===== config.mk =====
export PLATFORM = sky130hd
export DESIGN_NAME = irq_trigger_cond
export DESIGN_NICKNAME = d
export VERILOG_FILES = /design/src/rtl/irqc_pkg.sv /design/src/rtl/irqc_sync.sv /design/src/rtl/irqc_line.sv /design/src/rtl/irqc_mode_reg.sv /design/src/rtl/irq_trigger_cond.sv
export SDC_FILE = /design/constraint.sdc
export NUM_CORES = 1
export LEC_CHECK = 0
export BUFFER_PORTS_ARGS = -buffer_cell sky130_fd_sc_hd__clkbuf_2
export CORE_MARGIN = 2
export CORE_UTILIZATION = 40
export DETAILED_ROUTE_END_ITERATION = 8
export HOLD_SLACK_MARGIN = 0.06
export MAX_ROUTING_LAYER = met4
export PLACE_DENSITY_LB_ADDON = 0.08
export REMOVE_ABC_BUFFERS = 1
export SLEW_MARGIN = 0
export SYNTH_ARGS = -nofsm -noshare
export SYNTH_HDL_FRONTEND = slang
export SYNTH_SLANG_ARGS = --single-unit

===== constraint.sdc =====
create_clock -name clk -period 3.6 [get_ports clk]
set_input_delay 1.08 -clock clk [delete_from_list [all_inputs] [get_ports clk]]
set_output_delay 1.08 -clock clk [all_outputs]
set_load 0.1 [all_outputs]

===== src/rtl/irqc_pkg.sv =====
package irqc_pkg;

    localparam int HI_LINES  = 8;
    localparam int MOUSE_IDX = 4;
    // Bits 0 (IRQ8) and 5 (IRQ13) are hard-wired to edge mode.
    localparam logic [HI_LINES-1:0] PROG_MASK = 8'hDE;

    typedef enum logic {
        TRIG_EDGE  = 1'b0,
        TRIG_LEVEL = 1'b1
    } trig_mode_e;

    typedef struct packed {
        logic mode_rd;
        logic mode_wr;
        logic kbd_rd;
    } io_hit_t;

    function automatic trig_mode_e line_mode(
        input logic [HI_LINES-1:0] modes,
        input int                  idx,
        input logic                mouse_on
    );
        if (idx == MOUSE_IDX && mouse_on) begin
            return TRIG_EDGE;
        end
        return (modes[idx] && PROG_MASK[idx]) ? TRIG_LEVEL : TRIG_EDGE;
    endfunction

endpackage


===== src/rtl/irqc_sync.sv =====
module irqc_sync #(
    parameter int W = 1
) (
    input  logic         clk,
    input  logic         rst,
    input  logic [W-1:0] d,
    output logic [W-1:0] q
);
    logic [W-1:0] meta;

    always_ff @(posedge clk) begin
        if (rst) begin
            meta <= '0;
            q    <= '0;
        end else begin
            meta <= d;
            q    <= meta;
        end
    end
endmodule


===== src/rtl/irqc_line.sv =====
module irqc_line
    import irqc_pkg::*;
(
    input  logic       clk,
    input  logic       rst,
    input  logic       sync_in,
    input  trig_mode_e mode,
    input  logic       clr,
    output logic       rise_o,
    output logic       irq_o
);
    logic prev_q;
    logic pend_q;

    assign rise_o = sync_in & ~prev_q;

    always_ff @(posedge clk) begin
        if (rst) begin
            prev_q <= 1'b0;
            pend_q <= 1'b0;
        end else begin
            prev_q <= sync_in;
            if (mode == TRIG_LEVEL) begin
                pend_q <= 1'b0;
            end else if (rise_o) begin
                pend_q <= 1'b1;
            end else if (clr) begin
                pend_q <= 1'b0;
            end
        end
    end

    assign irq_o = (mode == TRIG_LEVEL) ? sync_in : pend_q;
endmodule


===== src/rtl/irqc_mode_reg.sv =====
module irqc_mode_reg
    import irqc_pkg::*;
#(
    parameter int                ADDR_W    = 16,
    parameter logic [ADDR_W-1:0] MODE_ADDR = 16'h04D1,
    parameter logic [ADDR_W-1:0] KBD_ADDR  = 16'h0060
) (
    input  logic                clk,
    input  logic                rst,
    input  logic [ADDR_W-1:0]   io_addr,
    input  logic [HI_LINES-1:0] io_wdata,
    input  logic                io_wr,
    input  logic                io_rd,
    output logic [HI_LINES-1:0] mode_q,
    output logic [HI_LINES-1:0] io_rdata,
    output logic                io_rdata_en,
    output logic                kbd_rd
);
    io_hit_t hit;

    always_comb begin
        hit.mode_rd = io_rd && (io_addr == MODE_ADDR);
        hit.mode_wr = io_wr && (io_addr == MODE_ADDR);
        hit.kbd_rd  = io_rd && (io_addr == KBD_ADDR);
    end

    always_ff @(posedge clk) begin
        if (rst) begin
            mode_q <= '0;
        end else if (hit.mode_wr) begin
            mode_q <= io_wdata & PROG_MASK;
        end
    end

    assign io_rdata_en = hit.mode_rd;
    assign io_rdata    = hit.mode_rd ? mode_q : '0;
    assign kbd_rd      = hit.kbd_rd;
endmodule


===== src/rtl/irq_trigger_cond.sv =====
module irq_trigger_cond
    import irqc_pkg::*;
#(
    parameter int                ADDR_W    = 16,
    parameter logic [ADDR_W-1:0] MODE_ADDR = 16'h04D1,
    parameter logic [ADDR_W-1:0] KBD_ADDR  = 16'h0060
) (
    input  logic                clk,
    input  logic                rst,
    input  logic [ADDR_W-1:0]   io_addr,
    input  logic [7:0]          io_wdata,
    input  logic                io_wr,
    input  logic                io_rd,
    output logic [7:0]          io_rdata,
    output logic                io_rdata_en,
    input  logic [7:0]          irq_hi_in,
    input  logic                kbd_irq_in,
    input  logic                mouse_en,
    input  logic [7:0]          irq_ack,
    output logic [7:0]          irq_hi_out,
    output logic                kbd_irq_out
);
    localparam int SYNC_W = HI_LINES + 1;

    logic [HI_LINES-1:0] mode_q;
    logic                kbd_rd;
    logic [SYNC_W-1:0]   sync_q;
    logic [HI_LINES-1:0] hi_sync;
    logic                kbd_sync;
    logic [HI_LINES-1:0] hi_rise;
    logic                kbd_rise;

    irqc_mode_reg #(
        .ADDR_W   (ADDR_W),
        .MODE_ADDR(MODE_ADDR),
        .KBD_ADDR (KBD_ADDR)
    ) u_mode_reg (
        .clk        (clk),
        .rst        (rst),
        .io_addr    (io_addr),
        .io_wdata   (io_wdata),
        .io_wr      (io_wr),
        .io_rd      (io_rd),
        .mode_q     (mode_q),
        .io_rdata   (io_rdata),
        .io_rdata_en(io_rdata_en),
        .kbd_rd     (kbd_rd)
    );

    irqc_sync #(.W(SYNC_W)) u_sync (
        .clk(clk),
        .rst(rst),
        .d  ({kbd_irq_in, irq_hi_in}),
        .q  (sync_q)
    );

    assign hi_sync  = sync_q[HI_LINES-1:0];
    assign kbd_sync = sync_q[HI_LINES];

    for (genvar i = 0; i < HI_LINES; i++) begin : g_line
        trig_mode_e mode_i;
        logic       clr_i;

        always_comb begin
            mode_i = line_mode(mode_q, i, mouse_en);
            if (i == MOUSE_IDX && mouse_en) begin
                clr_i = kbd_rd;
            end else begin
                clr_i = irq_ack[i];
            end
        end

        irqc_line u_line (
            .clk    (clk),
            .rst    (rst),
            .sync_in(hi_sync[i]),
            .mode   (mode_i),
            .clr    (clr_i),
            .rise_o (hi_rise[i]),
            .irq_o  (irq_hi_out[i])
        );
    end

    irqc_line u_kbd_line (
        .clk    (clk),
        .rst    (rst),
        .sync_in(kbd_sync),
        .mode   (TRIG_EDGE),
        .clr    (kbd_rd),
        .rise_o (kbd_rise),
        .irq_o  (kbd_irq_out)
    );
endmodule


## Word-level counts from Yosys, hierarchy flattened

Index checks and enable logic that the tools add are counted.
W data, S select, Z words.

- Add/subtract/negate cells: 0
- $mul: 0
- Divide/modulo/power cells: 0
- Magnitude comparators: 0
- Equal/unequal tests: 2
- Shifts and indexed selects: 0
- Multiplexer cells: 35
- Bitwise operators: 18
- Reductions and logical operators: 18

Operators with widths:

| cell | number |
|---|---|
| $mux W1 | 34 |
| $reduce_bool A2 Y1 | 9 |
| $eq A16 B11 Y1 const B | 1 |
| $eq A16 B7 Y1 const B | 1 |
| $reduce_or A2 Y1 | 6 |
| $and A1 B1 Y1 | 9 |
| $not A1 Y1 | 9 |
| $mux W8 | 1 |
| $logic_and A1 B1 Y1 | 3 |

- Register bits after elaboration: 42
- Bits in latches: 0
- RAM bits: 0
- Bits in read-only memories: 0
- Bits of input ports: 46
- Output and inout port bits: 18
- Logic and storage cells: 94
- Memories kept: 0

## Depth between registers and ports, before layout

Gate-level depths: netlist of run 1.

- Depth after elaboration: 5
- Gate-level depth with buffers: 5
- Gate-level depth less buffers: 4

## Modules after synthesis

From an unflattened synthesis of run 1, not the netlist that was laid out.

- Cells, all modules: 161
- Area total of the unflattened synthesis: 1,786.7 um^2

Modules (own cells, without submodules):

| module | times used | cells an instance | area an instance (um^2) | sequential area each (um^2) |
|---|---|---|---|---|
| irqc_line | 9 | 8 | 92.6 | 40.0 |
| irqc_sync | 1 | 37 | 489.2 | 360.3 |
| irqc_mode_reg | 1 | 49 | 436.7 | 120.1 |
| irq_trigger_cond | 1 | 3 | 27.5 | 0.0 |

## Worst setup path after synthesis of run 1

No wires, ideal clock.

- Path type: input-to-output
- Start: input port io_addr[1]
- End: output port io_rdata[1]
- Arrival: 3.279 ns
- Required time: 2.520 ns
- Path slack: -0.759 ns
- Stages: 4
- Buffers on the path: 0
- Cell sequence: nor4b_4 -> nand3_1 -> nor2_2 -> and2_1

- Cells in the longest elaborated chain, start to end: 3

RTL lines:

| item | RTL line | RTL |
|---|---|---|
| start: declaration | irq_trigger_cond.sv:10 | `input logic [ADDR_W-1:0] io_addr,` |
| $eq A16 B11 Y1 | irqc_mode_reg.sv:22 | `hit.mode_rd = io_rd && (io_addr == MODE_ADDR);` |
| $logic_and A1 B1 Y1 | irqc_mode_reg.sv:22 |  |
| named net io_rdata_en | irq_trigger_cond.sv:15 | `output logic io_rdata_en,` |
| $mux W8 | irqc_mode_reg.sv:36 | `assign io_rdata = hit.mode_rd ? mode_q : '0;` |
| end: declaration | irq_trigger_cond.sv:14 | `output logic [7:0] io_rdata,` |

The timed path passes the listed nets, and every way through them passes these cells.

## Worst setup path after layout of run 1

- Start: input port io_addr[1]
- End: output port io_rdata[6]

- Cells in the longest elaborated chain, start to end: 3

RTL lines:

| item | RTL line |
|---|---|
| $eq A16 B11 Y1 | irqc_mode_reg.sv:22 |
| $logic_and A1 B1 Y1 | irqc_mode_reg.sv:22 |
| $mux W8 | irqc_mode_reg.sv:36 |

Every way passes these cells.

==> summary.txt, run 1 <==
Route
  – DRC viols: 0
  – Vias: 1283
  – Final ANT Viol Nets: 0
  – Iteration-0 DRC Markers: 38
  – Routed WL per cell: 11.80 um
  – First-pass DRT Iterations: 4
  – Routed WL: 3.174 mm
  – Drt via density: 4.770

Synth
  – Area contributors post-synth: dfxtp_1, nor2b_1, buf_4, mux2_2, a21oi_1
  – Area share of the leading cell type in the synthesized netlist: 0.5145
  – Yosys reg bits: 42
  – Simple-Gate Fraction of Synth Area: 0.2757
  – Sequential area share after synthesis: 0.5145
  – Area leader, netlist: dfxtp_1
  – Post-synth EDFFs: 0
  – Synth Area per Inst: 9.844 um2
  – Syn. warnings: 0
  – Post-Synth XOR/XNOR Area: 0
  – Cell Area, Synth: 0.001634 mm2
  – Synth Area in Adders: 0
  – Mux contribution to synthesized area: 0.04135
  – Count of cell types in the netlist: 27
  – Top FF cell, synth: dfxtp_1
  – Asr flop ratio synth: 0
  – Largest family of logic cells by synthesized area: simple AND/OR/NAND/NOR gates
  – Synth Instances: 166
  – Compound-Gate Fraction of Synth Area: 0.07657

STA
  – Minimum clock period: 3.479 ns
  – Final Hold Slack: 0.4398 ns
  – Tcrit/Tclk final: 0.9665
  – Fin. max-slew vios: 0
  – Setup violations, final: 0
  – Max Fclk: 287.4 MHz
  – Slew @ Worst Pin: 0.5453 ns
  – Final Hold Viols: 0
  – Layout Skew: 0.002682 ns
  – Slew HR: 0.6380
  – RSZ-0062 raised after global routing: no

Pwr
  – Clock network power share: 0.318
  – Net Switching: 0.2115 mW
  – Pleak: 0.8952 nW
  – PwrDens: 413.4 mW/mm2
  – Comb pwr share: 0.117
  – VDD IR max: 0.2182 mV
  – Sequential share of power: 0.565
  – Switching Share: 0.2456
  – Internal cell power: 0.6497 mW

Clock tree
  – Htree depth: 2
  – Inserted Clock Buffers: 5
  – Clk buf depth: 2
  – CTS tree: done
  – Post_cts resized: 0
  – Clock tree sinks: 42
  – Hold Buf Count CTS: 0
  – Clock slew seen by the registers of the worst setup and hold paths: 0.07 ns
  – Worst skew pair latency: 0.29 ns
  – Root Buffer Master: clkbuf_8
  – Postcts setup bufs: 0

Worst setup path
  – CP Class: in2out
  – Reg2Reg Setup Slack: 2.46 ns
  – Worst r2r path cells: 4
  – Worst Path Required: 2.52 ns
  – RR Startpoint: u_sync.q[4]$_SDFF_PP0_
  – CP Max Fanout: 7
  – Crit path DAT: 2.40 ns
  – Endpoint class of the critical path: output port
  – Startpoint class of the critical path: primary input
  – Worst reg2reg endpoint: g_line[4].u_line.pend_q$_SDFFE_PP0P_

Global route
  – Overflow after GRT: 0
  – Antenna violations before repair: 0
  – Vias in the first global route: 1172
  – Largest net degree at the start of global routing: 31
  – Global-route wire length before repair: 4.926 mm
  – Aggregate global-route resource usage: 0.1518

Status
  – Status: finished clean

Finish
  – Final Util: 0.5246
  – Share of cells above drive strength 1: 0.3425
  – Antenna diodes: 0
  – Most common cell after layout, fill and taps aside: clkbuf_2
  – Area Overhead vs Synth: 27.49%
  – Layout Nets: 265
  – Most frequent cells in the layout: clkbuf_2, dfxtp_1, nor2b_1, inv_1

Floorplanning
  – Die width: 67.92 um
  – Io pins: 64
  – CORE AREA: 0.003971 mm2
  – Die area: 0.004612 mm2
  – Die Y-Extent: 67.92 um
  – Row cnt: 23
  – Initial Util: 0.4115

Placed design
  – RD Place Congestion: 0.6742
  – PortBufs: 59
  – DP HPWL: 2.424 mm

Flow run
  – # Max-Cap Violations: 0

Min path
  – Hold endpoint: u_sync.q[6]$_SDFF_PP0_
  – Hold/Removal Path Class: reg2reg
  – Min-delay src: u_sync.meta[6]$_SDFF_PP0_
  – Worst hold stages: 1
[routing by layer]
layer	up-vias	GRT usage	wire length (um)
li1	641	-	-
met1	586	0.1590	1284
met2	50	0.2512	1549
met3	6	0.05263	280
met4	0	0.08250	60
met5	-	-	0
[cell type report]
type                            count  area [um2]
Multi-Input combinational cell     99       650.6
Tap cell                           50       62.56
Inverter                           10       37.54
Sequential cell                    42       840.8
Clock buffer                        7       76.32
Fill cell                         401        1888
Timing Repair Buffer               61       415.4
[worst max-delay path by stage]
stage / from / endpoint / slack (ns) / cells past startpoint
global placement: io_addr[1] / io_rdata[3] / 0.14 / 6
detailed placement: io_addr[1] / io_rdata[6] / 0.1 / 6
global route: io_addr[1] / io_rdata[6] / 0.02 / 6
floorplan: io_addr[1] / io_rdata[1] / -0.76 / 4
CTS: io_addr[1] / io_rdata[6] / 0.1 / 6
finish: io_addr[1] / io_rdata[6] / 0.12 / 6
[kinds of logic (layout without fill, tap and decap cells)]
logic type | count (synthesis) | count (layout)
and+or+nand+nor | 69 | 69
DFF | 42 | 42
muxes | 6 | 6
AOI/OAI and AO/OA | 22 | 22
buffers and inverters | 26 | 78
other | 1 | 2
[state kept, by name (all words and copies together), names as in the netlist]
signal	flops
u_sync.q	9
u_kbd_line.pend_q	1
u_mode_reg.mode_q	6
g_line.u_line.prev_q	8
u_kbd_line.prev_q	1
g_line.u_line.pend_q	8
u_sync.meta	9
[power by group through the flow]
| stage | Sequential (mW) | Clock (mW) | Combinational [mW] |
|---|---|---|---|
| floorplan | 0.506 | 0 | 0.0513 |
| global placement | 0.496 | 0 | 0.0994 |
| detailed placement | 0.497 | 0 | 0.102 |
| CTS | 0.486 | 0.287 | 0.103 |
| global route | 0.488 | 0.308 | 0.109 |
| finish | 0.487 | 0.274 | 0.101 |
[stage by stage]
step	worst slack (ns)	total power, mW	cells	cell area (um2)	TNS [ns]
after detailed placement	0.09517	0.5992	262	2007	0
after global placement	0.1396	0.5954	262	2007	0
after floorplan	-0.7595	0.5572	151	1529	-4.557
final	0.1207	0.8612	269	2083	0
after CTS	0.09512	0.8760	269	2083	0
after global routing	0.02149	0.9042	269	2083	0
[worst max-delay path: stages]
cell and delay (ns):
clkbuf_2 0.10, nor4b_4 0.33, nand3_1 0.20, nor2_2 0.27, and2_1 0.23, buf_12 0.19
[synthesized netlist by cell type, types with 2 or more instances]
cell type and n:
dfxtp_1 42, nor2b_1 28, buf_4 11, inv_1 10, a21oi_1 9, nand3_1 9
nand2b_1 7, nor3_1 7, and2_1 6, mux2_2 6, o21ai_0 6, a22oi_1 5
clkbuf_1 4, and3_1 2, nand2_1 2
Power figures use the tool's default switching activity.
==> inputs of run 2 (changes only) <==
--- a/config.mk
+++ b/config.mk
@@ -5,13 +5,14 @@
 export SDC_FILE = /design/constraint.sdc
 export NUM_CORES = 1
 export LEC_CHECK = 0
+export ABC_CLOCK_PERIOD_IN_PS = 3600
 export BUFFER_PORTS_ARGS = -buffer_cell sky130_fd_sc_hd__clkbuf_2
 export CORE_MARGIN = 2
 export CORE_UTILIZATION = 40
 export DETAILED_ROUTE_END_ITERATION = 8
 export HOLD_SLACK_MARGIN = 0.06
 export MAX_ROUTING_LAYER = met4
-export PLACE_DENSITY_LB_ADDON = 0.08
+export PLACE_DENSITY = 0.68
 export REMOVE_ABC_BUFFERS = 1
 export SLEW_MARGIN = 0
 export SYNTH_ARGS = -nofsm -noshare
==> run 2 against run 1 <==
Net effect: final cell count rose by 0.37%; critical path depth did not move; first-iteration DRC count fell by 32%; critical path type unchanged; setup slack improved by 0.050 ns; hold slack got worse by 0.0040 ns; sequential share of layout area fell by 0.38 points; clock skew rose by 0.0042 ns; clock-buffer cell count did not move; via count fell by 3.4%; routed wire length fell by 2.7%.
==> summary.txt, run 2 (synthesis results as in run 1) <==
Floorplanning
  – Die Y-Extent: 67.92 um
  – Die area: 0.004612 mm2
  – Row cnt: 23
  – CORE AREA: 0.003971 mm2
  – Die width: 67.92 um
  – Initial Util: 0.4115
  – Io pins: 64

Route
  – Iteration-0 DRC Markers: 26
  – Routed WL: 3.088 mm
  – Drt via density: 4.589
  – First-pass DRT Iterations: 4
  – Final ANT Viol Nets: 0
  – Routed WL per cell: 11.44 um
  – Vias: 1239
  – DRC viols: 0

Placed design
  – PortBufs: 59
  – Cells after DPL: 262
  – DP HPWL: 2.324 mm
  – Worst slack at placement: 0.1014 ns
  – RD Place Congestion: 0.6550

Pwr
  – PwrDens: 425.4 mW/mm2
  – VDD IR max: 0.2555 mV
  – Overall power: 0.8947 mW
  – Pleak: 0.9053 nW

Worst setup path
  – Setup crit start: io_addr[1]
  – Reg2Reg Setup Slack: 2.50 ns
  – Worst reg2reg endpoint: g_line[4].u_line.pend_q$_SDFFE_PP0P_
  – Endpoint class of the critical path: output port
  – CP Class: in2out
  – Crit path DAT: 2.35 ns
  – Worst r2r path cells: 4
  – Startpoint class of the critical path: primary input
  – Worst setup endpoint: io_rdata[4]
  – CP Max Fanout: 7
  – RR Startpoint: u_sync.q[4]$_SDFF_PP0_
  – Worst Path Required: 2.52 ns

Global route
  – Overflow after GRT: 0
  – Global-route wire length before repair: 4.547 mm
  – Largest net degree at the start of global routing: 43
  – Vias in the first global route: 1020
  – Antenna violations before repair: 0
  – Aggregate global-route resource usage: 0.1397

Clock tree
  – Inserted Clock Buffers: 5
  – Worst skew pair latency: 0.29 ns
  – Clock slew seen by the registers of the worst setup and hold paths: 0.07 ns
  – Clk buf depth: 2
  – Root Buffer Master: clkbuf_8
  – Clock tree sinks: 42
  – CTS tree: done
  – Postcts setup bufs: 0
  – Htree depth: 2

STA
  – Slew HR: 0.6351
  – Max Fclk: 291.6 MHz
  – Final Hold Slack: 0.4358 ns
  – Tcrit/Tclk final: 0.9526
  – Minimum clock period: 3.429 ns
  – Final Hold Viols: 0
  – Final setup margin: 0.1708 ns
  – Layout Skew: 0.006905 ns
  – Final TNS setup: 0 ns
  – Slew @ Worst Pin: 0.5497 ns
  – Setup violations, final: 0
  – Fin. max-slew vios: 0
  – RSZ-0062 raised after global routing: no

Min path
  – Hold/Removal Path Class: reg2reg

Finish
  – Area Overhead vs Synth: 28.71%
  – Share of cells above drive strength 1: 0.3500
  – FF+latch area: 840.8 um2
  – Fill count: 368
  – Biggest regs: u_sync.meta x9, u_sync.q x9
  – Layout Nets: 265
  – Area of the multi-input gates: 655.6 um2
  – Most common cell after layout, fill and taps aside: clkbuf_2
  – Most frequent cells in the layout: clkbuf_2, dfxtp_1, nor2b_1, inv_1
  – Cell Count, Final, Fillers Out: 270
  – Antenna diodes: 0

Status
  – Status: finished clean

Flow run
  – # Max-Cap Violations: 0
-- run 2: per-stage QoR --
step / instance area [um2] / util
2_1_floorplan: 1529 / -
3_3_place_gp: 2007 / 0.5054
3_5_place_dp: 2007 / 0.5054
4_1_cts: 2098 / 0.5284
5_1_grt: 2103 / 0.5296
6_report: 2103 / 0.5296
-- run 2: layer usage --
layer | vias to the layer above | GRT usage | wire length, um
met5 | - | - | 0
met4 | 0 | 0.07500 | 47
met3 | 5 | 0.04112 | 291
met2 | 45 | 0.2108 | 1398
met1 | 547 | 0.1684 | 1350
li1 | 642 | - | -
-- run 2: worst min-delay path by stage --
stage | from | to | cells past startpoint
2_1_floorplan | u_sync.meta[0]$_SDFF_PP0_ | u_sync.q[0]$_SDFF_PP0_ | 1
3_3_place_gp | u_sync.meta[0]$_SDFF_PP0_ | u_sync.q[0]$_SDFF_PP0_ | 1
3_5_place_dp | u_sync.meta[7]$_SDFF_PP0_ | u_sync.q[7]$_SDFF_PP0_ | 1
4_1_cts | u_sync.meta[6]$_SDFF_PP0_ | u_sync.q[6]$_SDFF_PP0_ | 1
5_1_grt | u_sync.meta[0]$_SDFF_PP0_ | u_sync.q[0]$_SDFF_PP0_ | 1
6_report | u_sync.meta[6]$_SDFF_PP0_ | u_sync.q[6]$_SDFF_PP0_ | 1
-- run 2: layout make-up --
| class | count | area share |
|---|---|---|
| Clock buffer | 7 | 0.04105 |
| Clock inverter | 1 | 0.002380 |
| Sequential cell | 42 | 0.3998 |
| Inverter | 10 | 0.01785 |
| Multi-Input combinational cell | 99 | 0.3117 |
| Tap cell | 50 | 0.02974 |
| Timing Repair Buffer | 61 | 0.1975 |
-- run 2: power breakdown --
part	total (mW)	leakage [nW]	switching [mW]	internal, mW
combinational	0.101	0.513	0.0648	0.0357
clock	0.308	0.0482	0.154	0.155
sequential	0.486	0.344	0.00558	0.480
-- run 2: critical path, cell delays in order --
cell and delay [ns]:
clkbuf_2 0.10, nor4b_4 0.32, nand3_1 0.23, nor2_4 0.21, and2_1 0.21, buf_12 0.19
-- run 2: timing repair --
item,4_1_cts,5_1_grt
hold buffers,0,0
setup endpoints to repair,0,3
gates resized for setup,0,1
==> inputs of run 3 (changes only) <==
==> constraint.sdc (replaced) <==
create_clock -name clk -period 3.6 [get_ports clk]
set_input_delay 0.36 -clock clk [delete_from_list [all_inputs] [get_ports clk]]
set_output_delay 0.36 -clock clk [all_outputs]
set_load 0.1 [all_outputs]
==> run 3 against run 2 <==
Net effect: global-route usage down 0.39 points; via count shrank 2.3%; largest power group unchanged; final cell count down 0.74%; first-iteration DRC count grew 69%; non-clock buffer count decreased by 2; die area unchanged; largest cell class unchanged; cell area is 6.2% lower; power shrank 2.1%; register-to-register slack got worse by 0.02 ns; clock skew is 0.0030 ns lower; utilization fell by 3.3 points.
==> summary.txt, run 3 (synthesis results as in run 1) <==
Status
  – Status: finished clean

Pwr
  – Pleak: 0.8674 nW
  – Net Switching: 0.2235 mW
  – Clock network power share: 0.331
  – Switching Share: 0.2552
  – Sequential share of power: 0.555
  – Internal cell power: 0.6521 mW
  – Comb pwr share: 0.114
  – PwrDens: 443.8 mW/mm2
  – VDD IR max: 0.2433 mV

Route
  – Routed WL: 2.923 mm
  – Vias: 1211
  – Iteration-0 DRC Markers: 44
  – Final ANT Viol Nets: 0
  – First-pass DRT Iterations: 4
  – DRC viols: 0
  – Drt via density: 4.519
  – Routed WL per cell: 10.91 um

Finish
  – Antenna diodes: 0
  – Biggest regs: u_sync.meta x9, u_sync.q x9
  – Most common cell after layout, fill and taps aside: clkbuf_2
  – Most frequent cells in the layout: clkbuf_2, dfxtp_1, nor2b_1, inv_1
  – Final Util: 0.4968
  – Fill count: 396
  – Area Overhead vs Synth: 20.75%
  – Share of cells above drive strength 1: 0.3440
  – Layout Nets: 263

Worst setup path
  – Worst Path Required: 3.24 ns
  – Crit path DAT: 1.90 ns
  – CP Max Fanout: 7
  – Endpoint class of the critical path: output port
  – CP Class: in2out
  – Startpoint class of the critical path: primary input

Floorplanning
  – Die area: 0.004612 mm2
  – Io pins: 64
  – Row cnt: 23
  – Die width: 67.92 um
  – CORE AREA: 0.003971 mm2
  – Die Y-Extent: 67.92 um
  – Initial Util: 0.4115

Clock tree
  – Hold Buf Count CTS: 0
  – Htree depth: 2
  – Clock slew seen by the registers of the worst setup and hold paths: 0.08 ns
  – Inserted Clock Buffers: 5
  – Post_cts resized: 0
  – Postcts setup bufs: 0
  – Clock tree sinks: 42
  – CTS tree: done
  – Root Buffer Master: clkbuf_8
  – Worst skew pair latency: 0.29 ns
  – Clk buf depth: 2

Global route
  – Antenna violations before repair: 0
  – Overflow after GRT: 0
  – Largest net degree at the start of global routing: 44
  – Global-route wire length before repair: 4.367 mm
  – Vias in the first global route: 1027
  – Aggregate global-route resource usage: 0.1358

STA
  – Slew @ Worst Pin: 0.8111 ns
  – Layout Skew: 0.003886 ns
  – RSZ-0062 raised after global routing: no
  – Fin. max-slew vios: 0
  – Final TNS setup: 0 ns
  – Minimum clock period: 2.259 ns
  – Tcrit/Tclk final: 0.6275
  – Slew HR: 0.4593
  – Final Hold Viols: 0
  – Max Fclk: 442.7 MHz
  – Setup violations, final: 0

Placed design
  – PortBufs: 59
  – DP HPWL: 2.178 mm
  – RD Place Congestion: 0.7254

Flow run
  – # Max-Cap Violations: 0

Min path
  – Hold/Removal Path Class: in2reg
## run 3: changes by cell type in the layout (fill, tap and decap cells not counted)
cell	change
clkinv_4	+1
buf_4	-2
nor2_4	-1
clkbuf_8	-1
nor2_2	+1
buf_12	-7
clkbuf_2	+7
## run 3: final timing paths
path,startpoint,endpoint,slack [ns],cells after the start
hold reg to reg,u_sync.meta[8]$_SDFF_PP0_,u_sync.q[8]$_SDFF_PP0_,0.44,1
setup / recovery,io_addr[1],io_rdata[4],1.34,6
setup reg to reg,u_sync.q[4]$_SDFF_PP0_,g_line[4].u_line.pend_q$_SDFFE_PP0P_,2.48,4
hold / removal,irq_hi_in[3],u_sync.meta[3]$_SDFF_PP0_,0.27,2
## run 3: final cells by class
type	count	area, um2	share of cell area
multi-input combinational	99	650.6	0.3297
tap	50	62.56	0.03171
clock buffer	6	72.57	0.03678
clock inverter	2	13.76	0.006975
inverter	10	37.54	0.01902
timing repair buffer	59	295.3	0.1497
sequential	42	840.8	0.4261
## run 3: metrics by stage
step           hold slack (ns)  setup WS, ns  power (mW)  instance area (um2)  instances
4_1_cts                 0.2632         1.320      0.8904                 1973        268
3_3_place_gp            0.4169         1.349      0.5958                 1887        260
2_1_floorplan           0.4138        0.6805      0.5572                 1529        151
3_5_place_dp            0.4220         1.328      0.5974                 1887        260
6_report                0.2715         1.341      0.8756                 1973        268
5_1_grt                 0.2712         1.211      0.9133                 1973        268
## run 3: layer usage
metal  GRT usage  vias up  share of wire
li1            -      641              -
met1      0.1561      516           0.44
met2      0.2145       48           0.46
met3     0.04276        6          0.089
met4     0.06750        0          0.016
met5           -        -              0
## run 3: worst max-delay path: stages
cell	delay (ns)
clkbuf_2	0.10
nor4b_4	0.32
nand3_1	0.20
nor2_2	0.27
and2_1	0.19
clkbuf_2	0.46
## run 3: power by group through the flow
| stage | sequential, mW | clock (mW) | combinational, mW |
|---|---|---|---|
| after floorplan | 0.506 | 0 | 0.0513 |
| after global placement | 0.496 | 0 | 0.0996 |
| after detailed placement | 0.497 | 0 | 0.101 |
| after CTS | 0.486 | 0.304 | 0.101 |
| after global routing | 0.487 | 0.319 | 0.107 |
| final | 0.486 | 0.290 | 0.0998 |
